--- src/rtl/fc_pkg.sv ---
package fc_pkg;
  typedef enum logic [1:0] {
    MK_NONE = 2'd0,
    MK_XON  = 2'd1,
    MK_XOFF = 2'd2,
    MK_SPEC = 2'd3
  } match_kind_t;
endpackage

--- src/rtl/fc_rts_ctrl.sv ---
module fc_rts_ctrl #(
  parameter int LVL_W = 5
) (
  input  logic             clk,
  input  logic             rst,
  input  logic             auto_en,
  input  logic [LVL_W-1:0] level,
  input  logic [LVL_W-1:0] trig,
  output logic             rts_n
);
  logic at_trig;
  assign at_trig = (level >= trig);

  always_ff @(posedge clk) begin
    if (rst) rts_n <= 1'b1;
    else     rts_n <= auto_en & at_trig;
  end
endmodule

--- src/rtl/fc_char_match.sv ---
module fc_char_match
  import fc_pkg::*;
#(
  parameter int DATA_W = 8
) (
  input  logic              clk,
  input  logic              rst,
  input  logic              sw_en,
  input  logic              spec_en,
  input  logic              valid,
  input  logic [DATA_W-1:0] data,
  input  logic [DATA_W-1:0] on1,
  input  logic [DATA_W-1:0] on2,
  input  logic [DATA_W-1:0] off1,
  input  logic [DATA_W-1:0] off2,
  output logic              wr,
  output logic [DATA_W-1:0] wr_data,
  output logic              spec,
  output logic              paused
);
  match_kind_t kind;

  always_comb begin
    kind = MK_NONE;
    if (spec_en && data == off2)                          kind = MK_SPEC;
    else if (sw_en && (data == off1 || data == off2))     kind = MK_XOFF;
    else if (sw_en && (data == on1 || data == on2))       kind = MK_XON;
  end

  always_ff @(posedge clk) begin
    if (rst) begin
      wr      <= 1'b0;
      wr_data <= '0;
      spec    <= 1'b0;
      paused  <= 1'b0;
    end else begin
      wr   <= valid && (kind == MK_NONE || kind == MK_SPEC);
      spec <= valid && (kind == MK_SPEC);
      if (valid) wr_data <= data;
      if (!sw_en)                          paused <= 1'b0;
      else if (valid && kind == MK_XOFF)   paused <= 1'b1;
      else if (valid && kind == MK_XON)    paused <= 1'b0;
    end
  end
endmodule

--- src/rtl/fc_tx_gate.sv ---
module fc_tx_gate #(
  parameter int SYNC_STAGES = 2
) (
  input  logic clk,
  input  logic rst,
  input  logic cts_en,
  input  logic cts_n,
  input  logic sw_en,
  input  logic paused,
  input  logic busy,
  output logic permit
);
  localparam int LAST = SYNC_STAGES - 1;
  logic [SYNC_STAGES-1:0] sync_q;

  genvar g;
  generate
    for (g = 0; g < SYNC_STAGES; g++) begin : g_sync
      if (g == 0) begin : g_first
        always_ff @(posedge clk) begin
          if (rst) sync_q[0] <= 1'b1;
          else     sync_q[0] <= cts_n;
        end
      end else begin : g_next
        always_ff @(posedge clk) begin
          if (rst) sync_q[g] <= 1'b1;
          else     sync_q[g] <= sync_q[g-1];
        end
      end
    end
  endgenerate

  logic allow;
  assign allow = !(cts_en && sync_q[LAST]) && !(sw_en && paused);

  always_ff @(posedge clk) begin
    if (rst)        permit <= 1'b0;
    else if (!busy) permit <= allow;
  end
endmodule

--- src/rtl/uart_flowctl.sv ---
module uart_flowctl #(
  parameter int LVL_W       = 5,
  parameter int DATA_W      = 8,
  parameter int SYNC_STAGES = 2
) (
  input  logic              clk,
  input  logic              rst,
  input  logic              rts_auto_en,
  input  logic              cts_auto_en,
  input  logic              sw_fc_en,
  input  logic              spec_det_en,
  input  logic [LVL_W-1:0]  rx_level,
  input  logic [LVL_W-1:0]  rts_trig,
  input  logic              rx_valid,
  input  logic [DATA_W-1:0] rx_data,
  input  logic [DATA_W-1:0] xon1,
  input  logic [DATA_W-1:0] xon2,
  input  logic [DATA_W-1:0] xoff1,
  input  logic [DATA_W-1:0] xoff2,
  input  logic              cts_n,
  input  logic              tx_busy,
  output logic              rts_n,
  output logic              tx_permit,
  output logic              rx_wr,
  output logic [DATA_W-1:0] rx_wr_data,
  output logic              spec_hit
);
  logic paused;

  fc_rts_ctrl #(.LVL_W(LVL_W)) u_rts (
    .clk(clk), .rst(rst), .auto_en(rts_auto_en),
    .level(rx_level), .trig(rts_trig), .rts_n(rts_n)
  );

  fc_char_match #(.DATA_W(DATA_W)) u_match (
    .clk(clk), .rst(rst), .sw_en(sw_fc_en), .spec_en(spec_det_en),
    .valid(rx_valid), .data(rx_data),
    .on1(xon1), .on2(xon2), .off1(xoff1), .off2(xoff2),
    .wr(rx_wr), .wr_data(rx_wr_data), .spec(spec_hit), .paused(paused)
  );

  fc_tx_gate #(.SYNC_STAGES(SYNC_STAGES)) u_gate (
    .clk(clk), .rst(rst), .cts_en(cts_auto_en), .cts_n(cts_n),
    .sw_en(sw_fc_en), .paused(paused), .busy(tx_busy), .permit(tx_permit)
  );
endmodule

--- config.mk ---
export PLATFORM = sky130hd
export DESIGN_NAME = uart_flowctl
export DESIGN_NICKNAME = d
export VERILOG_FILES = /design/src/rtl/fc_pkg.sv /design/src/rtl/fc_rts_ctrl.sv /design/src/rtl/fc_char_match.sv /design/src/rtl/fc_tx_gate.sv /design/src/rtl/uart_flowctl.sv
export SDC_FILE = /design/constraint.sdc
export NUM_CORES = 1
export LEC_CHECK = 0
export BUFFER_PORTS_ARGS = -buffer_cell sky130_fd_sc_hd__buf_2
export CAP_MARGIN = 40
export CORE_ASPECT_RATIO = 0.9
export CORE_MARGIN = 2
export CORE_UTILIZATION = 39
export CTS_BUF_LIST = sky130_fd_sc_hd__clkbuf_8 sky130_fd_sc_hd__clkbuf_16
export DETAILED_ROUTE_END_ITERATION = 12
export PLACE_DENSITY = 0.76
export REMOVE_ABC_BUFFERS = 1
export SLEW_MARGIN = 10
export SYNTH_ARGS = -nofsm -noshare
export SYNTH_HDL_FRONTEND = slang
export SYNTH_SLANG_ARGS = --single-unit
--- constraint.sdc ---
create_clock -name clk -period 1.8 [get_ports clk]
set_input_delay 0.45 -clock clk [delete_from_list [all_inputs] [get_ports clk]]
set_output_delay 0.45 -clock clk [all_outputs]
set_load 0.03 [all_outputs]
==> results.md, run 1 <==
- Status: finished clean
- Drt initial violations: 18
- FF-to-FF Start: u_match.paused$_SDFFE_PP0P_
- Slew at the pin with the worst max-slew slack: ~310 ps
- Gr ovfl total: 0
- Worst VDD drop: about 0.43 mV
- Gate Count Post-Synth: between 100 and 150
- Worst path max stage delay: 180 ps
- Minimum clock period: about 1700 ps
- Root Buffer Master: clkbuf_8
- Synth Cell Area: approximately 1200 µm²
- Die area: between 3000 and 4000 µm²
- Max frequency: around 580 MHz
- Required time worst endpoint: roughly 1900 ps
- Number of synthesized register bits: 15
- Input/output buffers: 70
- RD Place Congestion: ~0.75
- Layout Nets: around 270
- Maximum Capacitance Violations: 0
- Synth area leaders: dfxtp_1, xnor2_1, xnor2_2
- Leak: roughly 0.86 nW
- Final hold vios: 0
- Worst hold path startpoint: cts_n
- Async set or reset register ratio after synthesis: 0
- Num ports: between 70 and 80
- First-pass GRT wire length: between 4000 and 5000 µm
- Sequential area share after synthesis: 0.253
- Design area: between 1500 and 2000 µm²
- Row cnt: 18
- Critical Path End Type: flip-flop
- Post-DR wirelength/cell: approximately 12 µm
- Total power: ~0.94 mW
- Crit path launch: rx_data[7]
- Post-synth EDFFs: 0
- Clock Latency Late Sink: between 200 and 250 ps
- TritonCTS Sinks: 15
- Starting Density: 0.421
- Dpl cells: about 230
- TritonCTS clock tree: done
- Num CTS Buffers: 3
- Layout Skew: around 0.25 ps
- Post-Layout Cell Count: approximately 240
- Initial antenna violation count: 0
- Area Overhead vs Synth: 41.6%
- Critical path data arrival time: ~1900 ps
- Critical path class: in -> reg
- Drc violations: 0
- Final setup violation count: 0
- Slowest cell on the critical path: xnor2_2
- Die Wd: around 62 µm
- Routed Antenna Nets: 0
- Synth top area share: 0.253
- Tot GR Track Use: 0.164
- Vias in the first global route: around 1100
- # diodes: 0
- Main synth FF type: dfxtp_1
- Final wirelength: ~2900 µm
- Hold Slack: 402 ps
- Hold Crit Class: in -> reg
- Post-synth top cells: xnor2_1, dfxtp_1, nor2_1
- Period utilization: 0.962
- Slew Viols, Final: 0
- HPWL after DPL: ~2400 µm
- Clk slew on worst S/H paths: approximately 60 ps
- CTS Hold Bufs: 0
- Vias per Instance: 4.53
- Crit Path Max Fanout: 4
- Max_slew headroom: 0.796
- H-tree depth: 1
- Placed cell area: between 1500 and 2000 µm²
- Synth unique cells: 28
- Crit path cell chain: buf_2 > xnor2_2 > nand4_2 > buf_4 > nor3_4 > a31o_1 > ha_2 > nand2_1 > a22oi_2 > nor3_2
- Top-count cell post-synth: xnor2_1
- Post-synth top area cell: dfxtp_1
- PD cells: between 500 and 600 nW/µm²
- Vias: 1077
- Share of cells above drive strength 1: 0.525
- Synth Warn #: 0
- Synthesized area per cell: slightly below 10 µm²
- CP startpoint kind: primary input
- Largest net degree at the start of global routing: 16
- Number of detailed-route iterations in the first pass: 3
- Core Area: around 2800 µm²
- Die Ht: 56.3 µm
- CTS max path bufs: 2
[final cells by class]
cell class / instances / area, µm²
flip-flops and latches: 15 / 300
clock inverters: 1 / 3.75
clock buffers: 3 / 41.3
fillers: 255 / 1140
repair buffers: 83 / 450
multi-input cells: 88 / 803
well taps: 40 / 50.0
inverters: 8 / 30.0
[logic make-up after synthesis]
| family | count (synthesis) | share of synthesized area |
|---|---|---|
| xor+xnor | 32 | 0.281 |
| simple gates | 27 | 0.136 |
| buf+inv | 18 | 0.103 |
| flops | 15 | 0.253 |
| compound gates | 14 | 0.0855 |
| mux | 8 | 0.0675 |
| fa+ha+maj | 7 | 0.0738 |
[what timing repair did]
item,in CTS,in global routing
buffers inserted,0,1
gates resized for setup,0,8
endpoints found under the setup margin,0,2
[cells in the final DEF, fill, tap and decap left out, drive strengths merged, types with 2 or more instances in the layout]
master and n:
a21oi 2, nand4 9, mux2i 8, ha 7, a21o 3, buf 82
o22ai 2, clkbuf 4, nor3 2, xnor2 32, nor2 9, dfxtp 15
nand2 2, inv 9, or2 2, and3b 2
[routing by layer]
| metal | part of all wire | GRT usage |
|---|---|---|
| met5 | 0 | 0 |
| met4 | 0.0014 | 0.0381 |
| met3 | 0.060 | 0.0581 |
| met2 | 0.50 | 0.284 |
| met1 | 0.44 | 0.197 |
[power by group]
part	total (mW)	switching (mW)	leakage, nW	internal (mW)
combinational	0.321	0.155	0.711	0.166
clock	0.260	0.109	0.0269	0.151
sequential	0.356	0.00687	0.124	0.350
total	0.937	0.271	0.861	0.666
[critical path, delay by kind of cell]
family	cells	cell delay (ps)
AND/OR/NAND/NOR	4	450
AO/OA/AOI/OAI	2	290
XOR/XNOR	1	180
buffers and inverters	2	310
adder cells (fa/ha/maj)	1	160
[through the flow]
stage	worst slack [ps]	setup TNS, ps	util
3_5_place_dp	-177	-334	0.563
6_report	68.8	0	0.596
2_1_floorplan	90.5	0	-
5_1_grt	-4.08	-4.08	0.596
3_3_place_gp	-122	-238	0.563
4_1_cts	76.2	0	0.579
[worst paths after layout]
path	to	cells past startpoint	slack, ps
min	u_gate.sync_q[0]$_SDFF_PP1_	2	400
min reg2reg	u_gate.sync_q[1]$_SDFF_PP1_	1	410
max reg2reg	u_gate.permit$_SDFFE_PP0N_	3	1010
max	u_match.paused$_SDFFE_PP0P_	10	70
[state kept, by name, indices dropped and copies added (netlist names)]
name / cells
u_match.wr_data: 8
u_rts.rts_n: 1
u_gate.permit: 1
u_gate.sync_q: 2
u_match.spec: 1
u_match.wr: 1
u_match.paused: 1
No activity file was read; power rests on OpenSTA's default activity.
==> run 2: changes to the inputs <==
Settings changed: CTS_CLUSTER_DIAMETER set to 50, MAX_ROUTING_LAYER set to met4, SLEW_MARGIN 10 to 20.
==> run 2 against run 1 <==
Hold slack worse by 0.60 ps. Global-route usage up 0.51 points. Worst setup slack about the same. Clock power hardly changed. Sequential power about the same. Critical path depth did not move. Non-clock buffer count did not move. Maximum frequency is essentially flat. Critical path type unchanged. Largest power group unchanged.
==> results.md, run 2 (synthesis gave the netlist of run 1 again) <==
- Hold Slack: 402 ps (about the same)
- Total power: 0.936 mW (was 0.937 mW)
- Critical Path End Type: flip-flop (unchanged)
- Setup TNS: 0 ps (unchanged)
- Vias: 1077 (unchanged)
- Vias per Instance: 4.53 (unchanged)
- TritonCTS clock tree: done (unchanged)
- Critical Path End: u_match.paused$_SDFFE_PP0P_ (unchanged)
- Hold depth: 2 (unchanged)
- Final wirelength: 2870 µm (was 2880 µm)
- Dpl cells: 233 (unchanged)
- Area Overhead vs Synth: 41.6% (unchanged)
- Routed Antenna Nets: 0 (unchanged)
- Initial antenna violation count: 0 (unchanged)
- Post-DR wirelength/cell: 12.1 µm (about the same)
- FF-to-FF Start: u_match.paused$_SDFFE_PP0P_ (unchanged)
- Layout Nets: 265 (unchanged)
- Critical path data arrival time: 1860 ps (about the same)
- Starting Density: 0.421 (unchanged)
- Post-Layout Cell Count: 238 (unchanged)
- HPWL after DPL: 2380 µm (unchanged)
- PD cells: 558 nW/µm² (about the same)
- Layout Skew: 0.250 ps (about the same)
- Drc violations: 0 (unchanged)
- Clock Latency Late Sink: 240 ps (about the same)
- Status: finished clean (unchanged)
- Slew Viols, Final: 0 (unchanged)
- Final hold vios: 0 (unchanged)
- Leak: 0.861 nW (unchanged)
- Clk slew on worst S/H paths: 60 ps (about the same)
- Largest net degree at the start of global routing: 16 (unchanged)
- Period utilization: 0.962 (about the same)
- Gr ovfl total: 0 (unchanged)
- Final setup violation count: 0 (unchanged)
- RD Place Congestion: 0.762 (was 0.753)
- Input/output buffers: 70 (unchanged)
- Die Ht: 56.3 µm (unchanged)
- Root Buffer Master: clkbuf_8 (unchanged)
- Row cnt: 18 (unchanged)
- Crit path launch: rx_data[7] (unchanged)
- Maximum Capacitance Violations: 0 (unchanged)
- Tot GR Track Use: 0.169 (was 0.164)
- CP startpoint kind: primary input (unchanged)
- TritonCTS Sinks: 15 (unchanged)
- Die area: 3500 µm² (unchanged)
- Hold Crit Class: in -> reg (unchanged)
- Commonest non-fill, non-tap cell in the layout: buf_2 (unchanged)
- Num CTS Buffers: 3 (unchanged)
- Internal reg-to-reg setup slack: 1020 ps (was 1010 ps)
- Top Registers: u_match.wr_data x8, u_gate.sync_q x2 (unchanged)
- Die Wd: 62.1 µm (unchanged)
- Worst VDD drop: 0.432 mV (about the same)
- CTS max path bufs: 2 (unchanged)
- R2r endpoint: u_gate.permit$_SDFFE_PP0N_ (unchanged)
- Slew at the pin with the worst max-slew slack: 306 ps (about the same)
- R2R depth: 3 (unchanged)
- Vias in the first global route: 1102 (was 1105)
- CTS Hold Bufs: 0 (unchanged)
- # diodes: 0 (unchanged)
- Core Area: 2820 µm² (unchanged)
- Required time worst endpoint: 1930 ps (about the same)
- Number of detailed-route iterations in the first pass: 3 (unchanged)
- Drt initial violations: 26 (was 18)
- Share of cells above drive strength 1: 0.525 (unchanged)
- Crit Path Max Fanout: 4 (unchanged)
- Max_slew headroom: 0.796 (about the same)
- First-pass GRT wire length: 4660 µm (was 4640 µm)
- Critical path class: in -> reg (unchanged)
- Max reg flops: 8 (unchanged)
- Minimum clock period: 1730 ps (about the same)
- Num ports: 71 (unchanged)
- Max frequency: 578 MHz (about the same)
- H-tree depth: 1 (unchanged)
- Largest Register: u_match.wr_data (unchanged)
- Commonest cells after routing, fill and taps aside: buf_2, xnor2_1, dfxtp_1 (unchanged)
==> run 2: cell counts in the layout (fill, tap and decap cells not counted) <==
Identical to the previous run, type by type.
==> run 2: through the flow <==
step,instance area (µm²),utilization,setup WS (ps)
2_1_floorplan,1090,-,90.5
3_3_place_gp,1580,0.563,-122
3_5_place_dp,1580,0.563,-177
4_1_cts,1630,0.579,76.2
5_1_grt,1680,0.596,-4.08
6_report,1680,0.596,69.0
==> run 2: timing repair <==
item | 4_1_cts | 5_1_grt
endpoints found under the hold margin | 0 | 0
gates resized for setup | 0 | 8
setup endpoints to repair | 0 | 2
setup buffers | 0 | 1
==> run 2: critical path, cell delays in order <==
cell,delay [ps]
buf_2,140
xnor2_2,180
nand4_2,150
buf_4,170
nor3_4,180
a31o_1,130
ha_2,160
nand2_1,60
a22oi_2,160
nor3_2,60
==> run 2: worst min-delay path by stage <==
stage                     slack [ps]                     endpoint                        start
after floorplan                  390  u_gate.sync_q[1]$_SDFF_PP1_  u_gate.sync_q[0]$_SDFF_PP1_
after global placement           390  u_gate.sync_q[1]$_SDFF_PP1_  u_gate.sync_q[0]$_SDFF_PP1_
after detailed placement         390  u_gate.sync_q[1]$_SDFF_PP1_  u_gate.sync_q[0]$_SDFF_PP1_
after CTS                        400  u_gate.sync_q[0]$_SDFF_PP1_                        cts_n
after global routing             400  u_gate.sync_q[0]$_SDFF_PP1_                        cts_n
final                            400  u_gate.sync_q[0]$_SDFF_PP1_                        cts_n
==> run 2: layout make-up <==
cell class              instances  area, µm²
fillers                       255       1140
multi-input cells              88        803
well taps                      40       50.0
flip-flops and latches         15        300
clock inverters                 1       3.75
repair buffers                 83        450
clock buffers                   3       41.3
inverters                       8       30.0
==> run 2: metal layers <==
metal / track usage / share of wire / up-vias
met5: - / 0 / -
met4: 0.0317 / 0 / 0
met3: 0.0501 / 0.051 / 0
met2: 0.289 / 0.50 / 36
met1: 0.201 / 0.45 / 481
li1: - / - / 560
==> run 2: power by group <==
part	internal [mW]	switching [mW]	leakage (nW)
registers	0.350	0.00687	0.124
logic	0.166	0.155	0.711
clock network	0.151	0.109	0.0269
==> run 3: changes to the inputs <==
Settings changed: CORE_UTILIZATION 39 to 38, SYNTH_HIERARCHICAL set to 1.
==> run 3 against run 2 <==
Global-route usage decreased by 0.78 points. Worst setup slack got worse by 32 ps. Register-to-register slack lost 50 ps. Synthesized cell count shrank 1.7%. Sequential power hardly changed. Routed wire length grew 11%. Largest power group unchanged. Maximum frequency decreased by 1.8%. Largest cell class unchanged. Flip-flop and latch count unchanged. Sequential share of layout area is 0.69 points lower. Hold slack got worse by 13 ps. Critical path depth down 1.
==> results.md, run 3 <==
- Sequential area share after synthesis: 0.272 (was 0.253)
- Drc violations: 0 (unchanged)
- Slew Viols, Final: 0 (unchanged)
- Met1 Use GR: 0.186 (was 0.201)
- Seq pwr share: 0.375 (was 0.381)
- Int Pwr: 0.653 mW (was 0.666 mW)
- Minimum clock period: 1760 ps (was 1730 ps)
- Layout Nets: 258 (was 265)
- Synth top area share: 0.272 (was 0.253)
- Pre-CTS WS: -379 ps (was -177 ps)
- Starting Density: 0.401 (was 0.421)
- Psw: 0.300 mW (was 0.270 mW)
- Leak: 0.871 nW (was 0.861 nW)
- Worst VDD drop: 0.324 mV (was 0.432 mV)
- Input/output buffers: 70 (unchanged)
- Slowest cell on the critical path: nor4_2 (was xnor2_2)
- Clock Latency Late Sink: 250 ps (was 240 ps)
- Status: finished clean (unchanged)
- Max_slew headroom: 0.768 (was 0.796)
- RD Place Congestion: 0.719 (was 0.762)
- First-pass GRT wire length: 3740 µm (was 4660 µm)
- Number of synthesized register bits: 15 (unchanged)
- TritonCTS clock tree: done (unchanged)
- Crit Path Max Fanout: 4 (unchanged)
- Vias in the first global route: 877 (was 1102)
- Largest net degree at the start of global routing: 16 (unchanged)
- Main synth FF type: dfxtp_1 (unchanged)
- Required time worst endpoint: 1930 ps (about the same)
- GR Layer Usage met2: 0.267 (was 0.289)
- Routed Antenna Nets: 0 (unchanged)
- Drt initial violations: 38 (was 26)
- Post-DR wirelength/cell: 13.8 µm (was 12.1 µm)
- Root Buffer Master: clkbuf_8 (unchanged)
- Core Area: 2750 µm² (was 2820 µm²)
- CTS max path bufs: 2 (unchanged)
- Most frequent cell on the critical path: a22oi_2
- Gate power share: 0.338 (was 0.342)
- Clk pwr share: 0.288 (was 0.277)
- Gr ovfl total: 0 (unchanged)
- Die Ht: 55.1 µm (was 56.3 µm)
- Commonest non-fill, non-tap cell in the layout: buf_2 (unchanged)
- PD cells: 545 nW/µm² (was 558 nW/µm²)
- Period utilization: 0.980 (was 0.962)
- Async set or reset register ratio after synthesis: 0 (unchanged)
- Max reg flops: 8 (unchanged)
- Row cnt: 18 (unchanged)
- HPWL after DPL: 2300 µm (was 2380 µm)
- M3 GR Usage: 0.0512 (was 0.0501)
- Slew at the pin with the worst max-slew slack: 344 ps (was 306 ps)
- Critical path class: in -> reg (unchanged)
- # diodes: 0 (unchanged)
- Clk slew on worst S/H paths: 60 ps (about the same)
- Top Registers: u_match/wr_data x8, u_gate/sync_q x2 (was u_match.wr_data x8, u_gate.sync_q x2)
- Largest Register: u_match/wr_data (was u_match.wr_data)
- Crit path cell chain: buf_6 > xor2_1 > nor4_2 > a22oi_2 > o31ai_2 > ha_2 > nand2_2 > a22oi_2 > nor3_1 (was buf_2 > xnor2_2 > nand4_2 > buf_4 > nor3_4 > a31o_1 > ha_2 > nand2_1 > a22oi_2 > nor3_2)
- Worst setup margin: 36.6 ps (was 69.0 ps)
- Number of detailed-route iterations in the first pass: 4 (was 3)
- Setup TNS: 0 ps (unchanged)
- Hold Crit Class: in -> reg (unchanged)
- Final core occ: 0.636 (was 0.596)
- Postcts setup bufs: 0 (unchanged)
- Synthesized area per cell: 9.26 µm² (was 9.80 µm²)
- Sw Share: 0.315 (was 0.289)
- TritonCTS Sinks: 15 (unchanged)
- Placed cell area: 1490 µm² (was 1580 µm²)
- Critical path data arrival time: 1890 ps (was 1860 ps)
- Critical Path End Type: flip-flop (unchanged)
- Unrepaired setup endpoints after global routing: yes
- Synth Cell Area: 1100 µm² (was 1190 µm²)
- Commonest cells after routing, fill and taps aside: buf_2, xor2_1, dfxtp_1 (was buf_2, xnor2_1, dfxtp_1)
- Worst path max stage delay: 390 ps (was 180 ps)
- H-tree depth: 1 (unchanged)
- Final hold vios: 0 (unchanged)
- Maximum Capacitance Violations: 0 (unchanged)
- Initial antenna violation count: 0 (unchanged)
- Die Wd: 60.8 µm (was 62.1 µm)
- Final wirelength: 3190 µm (was 2870 µm)
- Synth Warn #: 6 (was 0)
- Final setup violation count: 0 (unchanged)
- Post-synth top area cell: dfxtp_1 (unchanged)
- Gate Count Post-Synth: 119 (was 121)
- CP startpoint kind: primary input (unchanged)
- Tot GR Track Use: 0.162 (was 0.169)
- Layout Skew: 0.460 ps (was 0.250 ps)
- Num CTS Buffers: 3 (unchanged)
- Design area: 1750 µm² (was 1680 µm²)
- Die area: 3350 µm² (was 3500 µm²)
- Vias: 1098 (was 1077)
- Max frequency: 567 MHz (was 578 MHz)
- Area Overhead vs Synth: 58.5% (was 41.6%)
- Num ports: 71 (unchanged)
- Synth unique cells: 29 (was 28)
- Synth area leaders: dfxtp_1, xor2_1, ha_1 (was dfxtp_1, xnor2_1, xnor2_2)
- Busiest grt layer: met2 (unchanged)
- Fill cells: 235 (was 255)
- Vias per Instance: 4.75 (was 4.53)
- Post-synth EDFFs: 0 (unchanged)
- Top-count cell post-synth: xor2_1 (was xnor2_1)
- Post-synth top cells: xor2_1, dfxtp_1, mux2i_1, nor2_1, ha_1 (was xnor2_1, dfxtp_1, nor2_1)
- Share of cells above drive strength 1: 0.581 (was 0.525)
## run 3: cell types whose count changed after synthesis, moves of 3 or more
cell,delta
buf_6,-5
nand4_1,-7
xnor2_1,-25
xor2_1,+32
xnor2_2,-7
buf_4,+3
nor4_1,+6
## run 3: layer usage
metal,share of wire,vias to the layer above
li1,-,533
met2,0.52,38
met5,0,-
met4,0.022,0
met3,0.055,9
met1,0.40,518
## run 3: worst paths after layout
path	from	end	slack (ps)	cells past startpoint
hold / removal	cts_n	u_gate/sync_q[0]$_SDFF_PP1_	390	2
hold reg to reg	u_gate/sync_q[0]$_SDFF_PP1_	u_gate/sync_q[1]$_SDFF_PP1_	410	1
setup reg to reg	u_match/paused$_SDFFE_PP0P_	u_gate/permit$_SDFFE_PP0N_	970	2
setup / recovery	rx_data[4]	u_match/paused$_SDFFE_PP0P_	40	9
## run 3: layout make-up
type,count,area [µm²],area share
Multi-Input combinational cell,88,866,0.496
Timing Repair Buffer,78,462,0.264
Sequential cell,15,300,0.172
Tap cell,40,50.0,0.0287
Clock buffer,3,41.3,0.0236
Inverter,6,22.5,0.0129
Clock inverter,1,5.00,0.00287
## run 3: kinds of logic (layout without fill, tap and decap cells)
family,Yosys count,after routing,share of synthesized area
xor+xnor,32,32,0.254
fa+ha+maj,7,7,0.0795
simple gates,27,27,0.148
flops,15,15,0.272
mux,8,8,0.0726
compound gates,14,14,0.0908
buf+inv,16,88,0.0829
## run 3: worst max-delay path, delay by kind of cell
kind                     cells  cell delay, ps
AO/OA/AOI/OAI                3             440
AND/OR/NAND/NOR              3             500
adder cells (fa/ha/maj)      1             220
XOR/XNOR                     1             170
buffers and inverters        1             110
## run 3: power groups by stage
stage	Combinational (mW)	Sequential [mW]	Clock (mW)
after global routing	0.347	0.358	0.299
after global placement	0.262	0.363	0
after floorplan	0.0969	0.394	0
final	0.321	0.357	0.274
after detailed placement	0.265	0.364	0
after CTS	0.271	0.357	0.279
## run 3: what timing repair did
| action | 4_1_cts | 5_1_grt |
|---|---|---|
| setup endpoints to repair | 2 | 2 |
| pin swaps | 1 | 8 |
| hold buffers | 0 | 0 |
| gates resized for setup | 2 | 42 |
## run 3: per-stage QoR
step / power [mW] / std cells / hold WS, ps
floorplan: 0.491 / 109 / 389
global placement: 0.625 / 227 / 393
detailed placement: 0.630 / 227 / 401
CTS: 0.908 / 231 / 384
global route: 1.00 / 231 / 401
finish: 0.952 / 231 / 389
